$ cat config.mk
export PLATFORM = sky130hd
export DESIGN_NAME = wdog_timer
export DESIGN_NICKNAME = d
export VERILOG_FILES = /design/src/rtl/wdog_pkg.sv /design/src/rtl/wdog_tick_src.sv /design/src/rtl/wdog_base_div.sv /design/src/rtl/wdog_prescaler.sv /design/src/rtl/wdog_timer.sv
export SDC_FILE = /design/constraint.sdc
export NUM_CORES = 1
export LEC_CHECK = 0
export ABC_AREA = 1
export BUFFER_PORTS_ARGS = -buffer_cell sky130_fd_sc_hd__buf_2
export CORE_ASPECT_RATIO = 0.75
export CORE_MARGIN = 3
export CORE_UTILIZATION = 63
export DETAILED_ROUTE_END_ITERATION = 8
export GPL_ROUTABILITY_DRIVEN = 0
export PLACE_DENSITY = 0.83
export RECOVER_POWER = 100
export SETUP_SLACK_MARGIN = 0.2
export SYNTH_ARGS = -nofsm -noshare
export SYNTH_HDL_FRONTEND = slang
export SYNTH_HIERARCHICAL = 1
export SYNTH_SLANG_ARGS = --single-unit
export TNS_END_PERCENT = 30
$ cat constraint.sdc
create_clock -name clk_i -period 6.5 [get_ports clk_i]
set_clock_uncertainty 0.1 [all_clocks]
set_input_delay 0.975 -clock clk_i [delete_from_list [all_inputs] [get_ports clk_i]]
set_output_delay 0.975 -clock clk_i [all_outputs]
set_load 0.005 [all_outputs]
$ cat src/rtl/wdog_pkg.sv
package wdog_pkg;
  localparam int unsigned BASE_W = 8;   // fixed divide-by-256
  localparam int unsigned SEL_W  = 3;   // prescaler select, ratio 2^sel
  localparam int unsigned IDIV_W = 2;   // instruction clock = sysclk / 4

  typedef enum logic {
    SRC_ICLK = 1'b0,
    SRC_RC   = 1'b1
  } wdog_src_e;
endpackage

$ cat src/rtl/wdog_tick_src.sv
module wdog_tick_src #(
  parameter int unsigned IDIV_W = wdog_pkg::IDIV_W
) (
  input  logic clk_i,
  input  logic rst_ni,
  input  logic en_i,
  input  logic use_rc_i,
  input  logic rc_tick_i,
  input  logic halt_i,
  input  logic clear_i,
  output logic tick_o
);
  import wdog_pkg::*;

  wdog_src_e src;
  logic      iclk_tick;

  assign src = wdog_src_e'(use_rc_i);

  generate
    if (IDIV_W == 0) begin : g_no_div
      assign iclk_tick = !halt_i;
    end else begin : g_div
      logic [IDIV_W-1:0] div_q;
      always_ff @(posedge clk_i or negedge rst_ni) begin
        if (!rst_ni)                div_q <= '0;
        else if (!en_i || clear_i)  div_q <= '0;
        else if (!halt_i)           div_q <= div_q + 1'b1;
      end
      // halt freezes the instruction clock
      assign iclk_tick = !halt_i && (div_q == {IDIV_W{1'b1}});

      // frozen divider during halt
      assert_div_frozen_R7: assert property (@(posedge clk_i) disable iff (!rst_ni)
        (halt_i && en_i && !clear_i) |=> $stable(div_q));
    end
  endgenerate

  always_comb begin
    tick_o = 1'b0;
    if (en_i && !clear_i) begin
      case (src)
        SRC_RC:   tick_o = rc_tick_i;
        default:  tick_o = iclk_tick;
      endcase
    end
  end
endmodule

$ cat src/rtl/wdog_base_div.sv
module wdog_base_div #(
  parameter int unsigned BASE_W = wdog_pkg::BASE_W
) (
  input  logic clk_i,
  input  logic rst_ni,
  input  logic en_i,
  input  logic clear_i,
  input  logic tick_i,
  output logic carry_o,
  output logic zero_o
);
  logic [BASE_W-1:0] cnt_q;

  always_ff @(posedge clk_i or negedge rst_ni) begin
    if (!rst_ni)               cnt_q <= '0;
    else if (!en_i || clear_i) cnt_q <= '0;
    else if (tick_i)           cnt_q <= cnt_q + 1'b1;
  end

  assign carry_o = tick_i && (cnt_q == {BASE_W{1'b1}});
  assign zero_o  = (cnt_q == '0);

  // stage wraps to zero on carry
  assert_base_wrap_R4: assert property (@(posedge clk_i) disable iff (!rst_ni)
    carry_o |=> zero_o);
  // clear empties the stage
  assert_base_clear_R5: assert property (@(posedge clk_i) disable iff (!rst_ni)
    clear_i |=> zero_o);
  // no tick, no movement
  assert_base_idle_R11: assert property (@(posedge clk_i) disable iff (!rst_ni)
    (!tick_i && !clear_i && en_i) |=> $stable(cnt_q));
endmodule

$ cat src/rtl/wdog_prescaler.sv
module wdog_prescaler #(
  parameter int unsigned SEL_W = wdog_pkg::SEL_W
) (
  input  logic             clk_i,
  input  logic             rst_ni,
  input  logic             en_i,
  input  logic             clear_i,
  input  logic             step_i,
  input  logic             base_zero_i,
  input  logic [SEL_W-1:0] sel_i,
  output logic             term_o
);
  localparam int unsigned PRE_W = (1 << SEL_W) - 1;

  logic [SEL_W-1:0] ratio_q;
  logic [PRE_W-1:0] cnt_q;
  logic [PRE_W:0]   one_hot;
  logic [PRE_W:0]   limit_full;
  logic [PRE_W-1:0] limit;
  logic             at_boundary;

  assign at_boundary = base_zero_i && (cnt_q == '0);

  // ratio only follows the select while the whole chain sits at zero
  always_ff @(posedge clk_i or negedge rst_ni) begin
    if (!rst_ni)          ratio_q <= '0;
    else if (at_boundary) ratio_q <= sel_i;
  end

  assign one_hot    = {{PRE_W{1'b0}}, 1'b1} << ratio_q;
  assign limit_full = one_hot - {{PRE_W{1'b0}}, 1'b1};
  assign limit      = limit_full[PRE_W-1:0];
  assign term_o     = step_i && (cnt_q == limit);

  always_ff @(posedge clk_i or negedge rst_ni) begin
    if (!rst_ni)               cnt_q <= '0;
    else if (!en_i || clear_i) cnt_q <= '0;
    else if (term_o)           cnt_q <= '0;
    else if (step_i)           cnt_q <= cnt_q + 1'b1;
  end

  // ratio held while a period is in progress
  assert_ratio_hold_R10: assert property (@(posedge clk_i) disable iff (!rst_ni)
    !at_boundary |=> $stable(ratio_q));
  // prescaler returns to zero after terminal count
  assert_pre_wrap_R4: assert property (@(posedge clk_i) disable iff (!rst_ni)
    (term_o && !clear_i) |=> (cnt_q == '0));
endmodule

$ cat src/rtl/wdog_timer.sv
module wdog_timer #(
  parameter int unsigned BASE_W = wdog_pkg::BASE_W,
  parameter int unsigned SEL_W  = wdog_pkg::SEL_W,
  parameter int unsigned IDIV_W = wdog_pkg::IDIV_W
) (
  input  logic             clk_i,
  input  logic             rst_ni,
  input  logic             wdt_en_i,
  input  logic             use_rc_i,
  input  logic             rc_tick_i,
  input  logic             halt_i,
  input  logic             clear_i,
  input  logic [SEL_W-1:0] sel_i,
  output logic             timeout_o
);
  logic src_tick;
  logic base_carry;
  logic base_zero;
  logic pre_term;
  logic timeout_q;

  wdog_tick_src #(.IDIV_W(IDIV_W)) u_src (
    .clk_i     (clk_i),
    .rst_ni    (rst_ni),
    .en_i      (wdt_en_i),
    .use_rc_i  (use_rc_i),
    .rc_tick_i (rc_tick_i),
    .halt_i    (halt_i),
    .clear_i   (clear_i),
    .tick_o    (src_tick)
  );

  wdog_base_div #(.BASE_W(BASE_W)) u_base (
    .clk_i   (clk_i),
    .rst_ni  (rst_ni),
    .en_i    (wdt_en_i),
    .clear_i (clear_i),
    .tick_i  (src_tick),
    .carry_o (base_carry),
    .zero_o  (base_zero)
  );

  wdog_prescaler #(.SEL_W(SEL_W)) u_pre (
    .clk_i       (clk_i),
    .rst_ni      (rst_ni),
    .en_i        (wdt_en_i),
    .clear_i     (clear_i),
    .step_i      (base_carry),
    .base_zero_i (base_zero),
    .sel_i       (sel_i),
    .term_o      (pre_term)
  );

  // clear has priority over a coincident terminal count
  always_ff @(posedge clk_i or negedge rst_ni) begin
    if (!rst_ni) timeout_q <= 1'b0;
    else         timeout_q <= wdt_en_i && pre_term && !clear_i;
  end

  assign timeout_o = timeout_q;

  assert_pulse_single_R4: assert property (@(posedge clk_i) disable iff (!rst_ni)
    timeout_o |=> !timeout_o);
  assert_clear_wins_R6: assert property (@(posedge clk_i) disable iff (!rst_ni)
    clear_i |=> !timeout_o);
  assert_off_quiet_R9: assert property (@(posedge clk_i) disable iff (!rst_ni)
    !wdt_en_i |=> !timeout_o);
  // halted with instruction clock, nothing advances
  assert_halt_no_tick_R7: assert property (@(posedge clk_i) disable iff (!rst_ni)
    (halt_i && !use_rc_i) |-> !src_tick);
  // RC ticks pass regardless of halt
  assert_rc_in_halt_R8: assert property (@(posedge clk_i) disable iff (!rst_ni)
    (use_rc_i && wdt_en_i && !clear_i && rc_tick_i) |-> src_tick);
endmodule

=== Word-level counts from Yosys, hierarchy flattened ===
Index checks and enable logic that the tools add are counted.

* Add/subtract/negate cells: 4
* Equal/unequal tests: 4
* Shifts and indexed selects: 1
* Mux-type cells: 9
* Reduce and logical (&&, ||, !) cells: 15

{| class="wikitable"
|+ Operators by type and width
! kind !! count
|-
| $mux 7 || 3
|-
| $mux 8 || 2
|-
| $add 8x1->8 const B || 1
|-
| $eq 8x8->1 const B || 1
|-
| $logic_not 8->1 || 1
|-
| $add 7x1->7 const B || 1
|-
| $eq 7x7->1 || 1
|-
| $logic_and 1x1->1 || 7
|-
| $logic_not 7->1 || 1
|-
| $shl 1x3->7 const A || 1
|-
| $sub 7x1->7 const B || 1
|-
| $mux 2 || 2
|-
| $logic_not 1->1 || 3
|-
| $reduce_bool 3->1 || 1
|-
| $add 2x1->2 const B || 1
|-
| $eq 2x2->1 const B || 1
|-
| $mux 1 || 2
|-
| $ne 2x1->1 const B || 1
|-
| $reduce_bool 2->1 || 1
|-
| $logic_or 1x1->1 || 1
|}

* Flip-flop bits (word level): 21
* Bits of input ports: 10
* Output and inout bits: 1

=== Logic depth before layout (Yosys ltp) ===
Gate-level depths: netlist of the first run.

* Depth in word-level cells: 8
* Gate-level depth with buffers: 16
* Depth with buffers taken out: 16

=== Hierarchy ===
Netlist of the first run, hierarchy kept.

{| class="wikitable"
|+ By module, submodules not included
! module !! times used !! cells each !! area each (um2)
|-
| wdog_prescaler || 1 || 99 || 695.7
|-
| wdog_base_div || 1 || 60 || 455.4
|-
| wdog_tick_src || 1 || 20 || 131.4
|-
| wdog_timer || 1 || 3 || 35.0
|}

=== Least setup slack after synthesis of the first run ===
No wires, ideal clock.

* Kind: input-to-reg
* Start point: in wdt_en_i
* End point: reg u_pre.cnt_q[5]
* Library setup time: 118 ps
* Arrival: 2532 ps
* Required time: 6282 ps
* Setup slack: 3750 ps
* Stages: 14
* Path buffers: 0
* Path through: inv_1 nor2_2 nand2_1 nor2_1 nand3_1 nor2_1 nand2_1 nor2_1 inv_1 nand2_1 nand2_1 nor3_2 xor2_1 nor2_1

* Word-level cells in the longest chain between the ends: 6
* Elaborated cells on any way between the ends: 9
* Those cells by class: mux (3); reduce/logical (6)

{| class="wikitable"
|+ RTL lines
! what !! RTL line !! text
|-
| from (decl) || wdog_timer.sv:8 || <nowiki>input logic wdt_en_i,</nowiki>
|-
| $logic_and 1x1->1 * || wdog_tick_src.sv:41 || <nowiki>if (en_i && !clear_i) begin</nowiki>
|-
| $mux 1 * || wdog_tick_src.sv:41 ||
|-
| via src_tick || wdog_timer.sv:16 || <nowiki>logic src_tick;</nowiki>
|-
| $logic_and 1x1->1 * || wdog_base_div.sv:20 || <nowiki>assign carry_o = tick_i && (cnt_q == {BASE_W{1'b1}});</nowiki>
|-
| via base_carry || wdog_timer.sv:17 || <nowiki>logic base_carry;</nowiki>
|-
| $logic_and 1x1->1 || wdog_prescaler.sv:33 || <nowiki>assign term_o = step_i && (cnt_q == limit);</nowiki>
|-
| $mux 7 || wdog_prescaler.sv:38 || <nowiki>else if (term_o) cnt_q <= '0;</nowiki>
|-
| $mux 7 || wdog_prescaler.sv:37 || <nowiki>else if (!en_i || clear_i) cnt_q <= '0;</nowiki>
|-
| to (signal assigned) || wdog_prescaler.sv:39 || <nowiki>else if (step_i) cnt_q <= cnt_q + 1'b1;</nowiki>
|-
| to (decl) || wdog_prescaler.sv:16 || <nowiki>logic [PRE_W-1:0] cnt_q;</nowiki>
|}

The timed path passes the listed nets; every way through them passes the cells marked *.
A chain may end at the register's enable or synchronous reset.

=== Worst setup path after layout of the first run ===
* Start point: in wdt_en_i
* End point: reg u_pre.cnt_q[0]

Same word-level chain as after synthesis.

==> impl_metrics.tcl, run 1 <==
set metrics [dict create \
    drive_gt1_frac 0.0974 \
    antenna_found_initial 0 \
    wl_per_cell_um 11.8 \
    post_cts_buffers 0 \
    power_density_nw_per_um2 160 \
    grt.total_usage 0.214 \
    cpPeakStageDelay_ps 280 \
    initial_core_util 0.711 \
    syn_area_per_cell_sq_um 7.24 \
    setup-tns-final_ps 0 \
    core_area_sq_um 1850 \
    vias_per_cell 5.35 \
    crit_slowest_cell "nor2_1" \
    cp_num_buf_inv 2 \
    fin_crit_ps 2960 \
    crit_path_cell_trace "clkbuf_1 > inv_1 > nor2_1 > nand2_1 > nor2_1 > nand3_1 > nor2_1 > nand2_1 > nor2_1 > nand2_1 > nor2_1 > nand2_1 > nor2_1 > nand3_1 > nand2_1 > nor2_1" \
    postCtsHoldBufs 0 \
    synth_common_cells "49 x nand2_1, 34 x nor2_1, 24 x inv_1, 21 x dfrtp_1, 8 x nand3_1" \
    synth_cells 182 \
    maxCapViolations 0 \
    synth_area_leaders "dfrtp_1 40%, nand2_1 14%, nor2_1 9.7%" \
    p_leak_nw 0.675 \
    grt_pass1_wl_mm 4.25 \
    die_h_um 45.6 \
    synth.distinct_cells 22 \
    htreeDepth 1 \
    synth_top_area_frac 0.399 \
    setup_viol 0 \
    grt_max_degree 22 \
    synth-seq-cells 21 \
    die_w_um 58.8 \
    insertion_delay_ps 300 \
    arrival_ps 3050 \
    vias 1160 \
    max-clock-path-buffers 2 \
    first_iter_violations 52 \
    synthFlopType "dfrtp_1" \
    path_max_fanout 6 \
    rows 13 \
    status "finished clean" \
    multi_input_area_sq_um 652 \
    port_buffers 10 \
    synthToLayoutAreaGrowth_pct 4.37 \
    max_clock_freq_mhz 337 \
    antenna_cells 0 \
    timing.final.crit_share 0.456 \
    yosysWarnings 6 \
    cts_tree "built" \
    async_flop_share 1.00 \
    dr.pass1.iters 4 \
    crit_family "simple AND/OR/NAND/NOR gates" \
    rsz0062_at_grt "false" \
    path_class "in2reg" \
    cp_common_cell "nor2_1" \
    finalNonFillerCells 217 \
    cts.root.buffer_cell "clkbuf_4" \
    dieArea_sq_um 2680 \
    nets 211 \
    yosys.cell_count.top_type "nand2_1" \
    wirelength_mm 2.56 \
    drv_slew 0 \
    dpl.cell_count 213 \
    cp-start-kind "input port" \
    finalHoldViolations 0 \
    numCtsBuffers 3 \
    fill_cells 179 \
    ys_seq_area_frac 0.399 \
    worst_pin_slew_ps 1110 \
    cts_resized 0 \
    clk_pin_slew_ps 110 \
    pin_count 11 \
    clock_sinks 21 \
    synthesis.nets 197 \
    seq_area_sq_um 526 \
    ant_nets 0 \
    yosys.area.top_type "dfrtp_1" \
    drc 0 \
    hold_path.class "reg2reg" \
    grt_overflow 0 \
    cp.required_ps 6590 \
    grt_pass1_vias 979 \
    crit_path_end_kind "flip-flop" \
    synth_enable_flop_cells 0 \
    relSlewSlack 0.260 \
    ir_worst_vdd_uv 137 \
    netlist_area_sq_um 1320 \
    place_hpwl_mm 1.97 \
]
-- cell type report --
cell class              instances  area share
multi-input cells             134       0.474
flip-flops and latches         21       0.382
inverters                      26      0.0710
repair buffers                 10      0.0337
well taps                      22      0.0200
clock buffers                   4      0.0191
-- kinds of logic after synthesis --
group	after synthesis	synth area share
adder cells (fa/ha/maj)	5	0.0475
XOR/XNOR	5	0.0332
buffers and inverters	27	0.0826
flip-flops	21	0.399
AND/OR/NAND/NOR	110	0.385
AO/OA/AOI/OAI	14	0.0532
-- placed cells by master, fill, tap and decap left out, drive strengths merged --
| cell type | synthesis | layout |
|---|---|---|
| nand2 | 51 | 51 |
| nor2 | 40 | 40 |
| ha | 5 | 5 |
| inv | 26 | 26 |
| nand4 | 4 | 4 |
| nor4 | 2 | 2 |
| dfrtp | 21 | 21 |
| a21oi | 6 | 6 |
| buf | 1 | 7 |
| nor3 | 2 | 2 |
| o21ai | 8 | 8 |
| xor2 | 5 | 5 |
| or2 | 1 | 1 |
| clkbuf | 0 | 7 |
| nand3 | 10 | 10 |
-- tightest hold or removal path, stage by stage (launching register included) --
cell,delay [ps]
dfrtp_1,400
nand2_1,70
a21oi_1,50
-- routing by layer --
layer / wire [um] / part of all wire / vias up / GRT usage
met5: 0 / 0 / - / 0
met1: 1280 / 0.50 / 533 / 0.302
met2: 1100 / 0.43 / 32 / 0.333
met4: 17 / 0.0066 / 0 / 0.0588
li1: - / - / 593 / -
met3: 167 / 0.065 / 2 / 0.0510
-- flip-flops by register name (all words and copies together) (netlist names) --
signal,count
timeout_o,1
u_pre/ratio_q,3
u_pre/cnt_q,7
u_base/cnt_q,8
u_src/g_div.div_q,2
-- stage by stage --
| stage | area, sq um | utilization | setup WS [ps] | power (mW) | hold slack [ps] |
|---|---|---|---|---|---|
| floorplan | 1320 | - | 3750 | 0.153 | 408 |
| global placement | 1380 | 0.746 | 3460 | 0.161 | 425 |
| detailed placement | 1380 | 0.746 | 3310 | 0.162 | 425 |
| CTS | 1410 | 0.760 | 3640 | 0.223 | 442 |
| global route | 1380 | 0.742 | 3130 | 0.230 | 466 |
| finish | 1380 | 0.742 | 3540 | 0.219 | 439 |
-- path summary, 6_finish.rpt --
kind / slack [ps] / startpoint / depth (start not counted) / end
max: 3540 / wdt_en_i / 16 / u_pre/cnt_q[0]$_DFFE_PN0P_
max reg2reg: 4020 / u_src/g_div.div_q[0]$_DFFE_PN0P_ / 14 / u_pre/cnt_q[0]$_DFFE_PN0P_
max in group asynchronous: 4880 / rst_ni / 1 / u_base/cnt_q[5]$_DFFE_PN0P_
min in group asynchronous: 750 / rst_ni / 1 / u_src/g_div.div_q[0]$_DFFE_PN0P_
min: 440 / u_src/g_div.div_q[1]$_DFFE_PN0P_ / 2 / u_src/g_div.div_q[1]$_DFFE_PN0P_
min reg2reg: 440 / u_src/g_div.div_q[1]$_DFFE_PN0P_ / 2 / u_src/g_div.div_q[1]$_DFFE_PN0P_
-- power by group --
group          switching, mW  leakage [nW]  internal, mW
logic                 0.0149         0.374       0.00737
registers            0.00325         0.286         0.133
clock network         0.0373        0.0150        0.0239
total                 0.0555         0.675         0.164
Note: power is estimated with default switching activity, not from simulation.
==> run 2: changes to the inputs <==
--- a/config.mk
+++ b/config.mk
@@ -9,10 +9,10 @@
 export BUFFER_PORTS_ARGS = -buffer_cell sky130_fd_sc_hd__buf_2
 export CORE_ASPECT_RATIO = 0.75
 export CORE_MARGIN = 3
-export CORE_UTILIZATION = 63
+export CORE_UTILIZATION = 58
 export DETAILED_ROUTE_END_ITERATION = 8
 export GPL_ROUTABILITY_DRIVEN = 0
-export PLACE_DENSITY = 0.83
+export PLACE_DENSITY = 0.78
 export RECOVER_POWER = 100
 export SETUP_SLACK_MARGIN = 0.2
 export SYNTH_ARGS = -nofsm -noshare
==> constraint.sdc (replaced) <==
create_clock -name clk_i -period 2.85 [get_ports clk_i]
set_clock_uncertainty 0.1 [all_clocks]
set_input_delay 0.4275 -clock clk_i [delete_from_list [all_inputs] [get_ports clk_i]]
set_output_delay 0.4275 -clock clk_i [all_outputs]
set_load 0.005 [all_outputs]
==> impl_metrics.tcl, run 2 (same netlist as run 1, synthesis figures left out) <==
set metrics [dict create \
    fill_cells 189 \
    grt_pass1_wl_mm 4.20 \
    grt.total_usage 0.203 \
    nets 213 \
    dieArea_sq_um 2890 \
    rsz0062_at_grt "false" \
    post_cts_buffers 0 \
    switching_share 0.266 \
    antenna_cells 0 \
    max-clock-path-buffers 2 \
    synthToLayoutAreaGrowth_pct 5.60 \
    cts_tree "built" \
    cp-start-kind "flip-flop" \
    r2r_slack_ps 400 \
    pin_count 11 \
    setup_viol 0 \
    dr.pass1.iters 4 \
    preCtsSetupSlack_ps 329 \
    path_max_fanout 5 \
    antenna_found_initial 0 \
    grt_overflow 0 \
    first_iter_violations 72 \
    cell_internal_pwr_uw 373 \
    use_met3 0.0577 \
    drv_slew 0 \
    reg2reg_depth 13 \
    regMostFlops "u_base/cnt_q" \
    wl_per_cell_um 12.3 \
    grt_util_met2 0.331 \
    vias_per_cell 5.16 \
    insertion_delay_ps 310 \
    max_clock_freq_mhz 409 \
    maxCapViolations 0 \
    clk_pin_slew_ps 120 \
    relSlewSlack 0.269 \
    top_usage_layer "met2" \
    power_density_nw_per_um2 365 \
    drc 0 \
    sequentialPowerShare 0.609 \
    die_h_um 47.3 \
    hold_path.class "in2reg" \
    largest_register_ffs 8 \
    drive_gt1_frac 0.107 \
    path_class "reg2reg" \
    numCtsBuffers 3 \
    switching_power_uw 135 \
    arrival_ps 2560 \
    grt_pass1_vias 958 \
    grt_max_degree 22 \
    reg.largest.list "u_base/cnt_q x8, u_pre/cnt_q x7, u_pre/ratio_q x3" \
    setup-tns-final_ps 0 \
    layout_commonest_cell "nand2_1" \
    grt_use_met1 0.272 \
    cp.required_ps 2960 \
    port_buffers 10 \
    timing.final.crit_share 0.858 \
    combPwrFrac 0.104 \
    worstHoldStart "sel_i[1]" \
    ir_worst_vdd_uv 391 \
    place_hpwl_mm 2.07 \
    fin_hold_ws_ps 221 \
    multi_input_area_sq_um 649 \
    vias 1140 \
    cts.root.buffer_cell "clkbuf_4" \
    core_area_sq_um 2080 \
    fin_ws_ps 403 \
    crit_path_end_kind "flip-flop" \
    p_leak_nw 0.685 \
    worst_pin_slew_ps 1100 \
    clock_sinks 21 \
    status "finished clean" \
    initial_core_util 0.632 \
    final_cell_mix "51 x nand2_1, 35 x nor2_1, 24 x inv_1, 21 x dfrtp_1, 9 x nand3_1" \
    rows 14 \
    r2r_start "u_src/g_div.div_q[0]$_DFFE_PN0P_" \
    hold_path_end "u_pre/ratio_q[1]$_DFFE_PN0P_" \
    finalHoldViolations 0 \
    clockPowerShare 0.287 \
    fin_crit_ps 2450 \
    seq_area_sq_um 526 \
    final_core_util 0.667 \
    die_w_um 61.0 \
    wirelength_mm 2.71 \
    r2r_end "u_pre/cnt_q[5]$_DFFE_PN0P_" \
    ant_nets 0 \
    htreeDepth 1 \
    holdPathStages 3 \
]
[run 2: changes by cell type in the layout (fill, tap and decap cells not counted)]
cell	change
buf_2	+1
nor2_1	-1
nor2_2	+1
clkinv_2	+1
clkbuf_1	-1
nor3_1	+1
nor3_2	-1
dlygate4sd3_1	+1
[run 2: timing repair]
action                     CTS  global route
hold buffers                 1             0
resized for setup            0             1
setup endpoints to repair    0             1
hold endpoints to repair    21             0
[run 2: routing by layer]
metal  up-vias  share of wire
li1        593              -
met1       513           0.50
met2        34           0.45
met3         0          0.054
met4         0              0
met5         -              0
[run 2: stage by stage]
stage                     power, mW  cell area [sq um]  instances
final                         0.508               1390        221
after global routing          0.533               1390        221
after CTS                     0.514               1430        221
after detailed placement      0.370               1390        216
after global placement        0.367               1390        216
after floorplan               0.349               1320        182
[run 2: how the worst max path moves through the flow]
stage	from	end	slack, ps	cells past startpoint
floorplan	wdt_en_i	u_pre/cnt_q[5]$_DFFE_PN0P_	650	14
global placement	clear_i	u_pre/cnt_q[5]$_DFFE_PN0P_	560	14
detailed placement	clear_i	u_pre/cnt_q[5]$_DFFE_PN0P_	330	14
CTS	u_src/g_div.div_q[0]$_DFFE_PN0P_	u_pre/cnt_q[5]$_DFFE_PN0P_	490	13
global route	u_src/g_div.div_q[0]$_DFFE_PN0P_	u_pre/cnt_q[5]$_DFFE_PN0P_	170	13
finish	u_src/g_div.div_q[0]$_DFFE_PN0P_	u_pre/cnt_q[5]$_DFFE_PN0P_	400	13
[run 2: layout make-up]
| cell class | count | share of cell area |
|---|---|---|
| Timing Repair Buffer | 12 | 0.0441 |
| Tap cell | 24 | 0.0216 |
| Clock buffer | 3 | 0.0162 |
| Inverter | 26 | 0.0701 |
| Clock inverter | 1 | 0.00360 |
| Sequential cell | 21 | 0.378 |
| Multi-Input combinational cell | 134 | 0.467 |
[run 2: power by group through the flow]
stage | sequential [mW] | clock, mW | combinational (mW)
after floorplan | 0.312 | 0 | 0.0370
after global placement | 0.315 | 0 | 0.0521
after detailed placement | 0.315 | 0 | 0.0542
after CTS | 0.310 | 0.149 | 0.0555
after global routing | 0.310 | 0.162 | 0.0604
final | 0.310 | 0.146 | 0.0531
[run 2: critical path, cell delays in order, from the launching register on]
cell and delay (ps):
dfrtp_1 390, ha_1 150, a21oi_1 70, nor2_1 140
nand3_1 190, nor2_1 180, nand2_1 90, nor2_1 240
inv_1 100, nand2_1 160, nand2_1 130, nor3_2 160
xor2_1 200, nor2_1 50
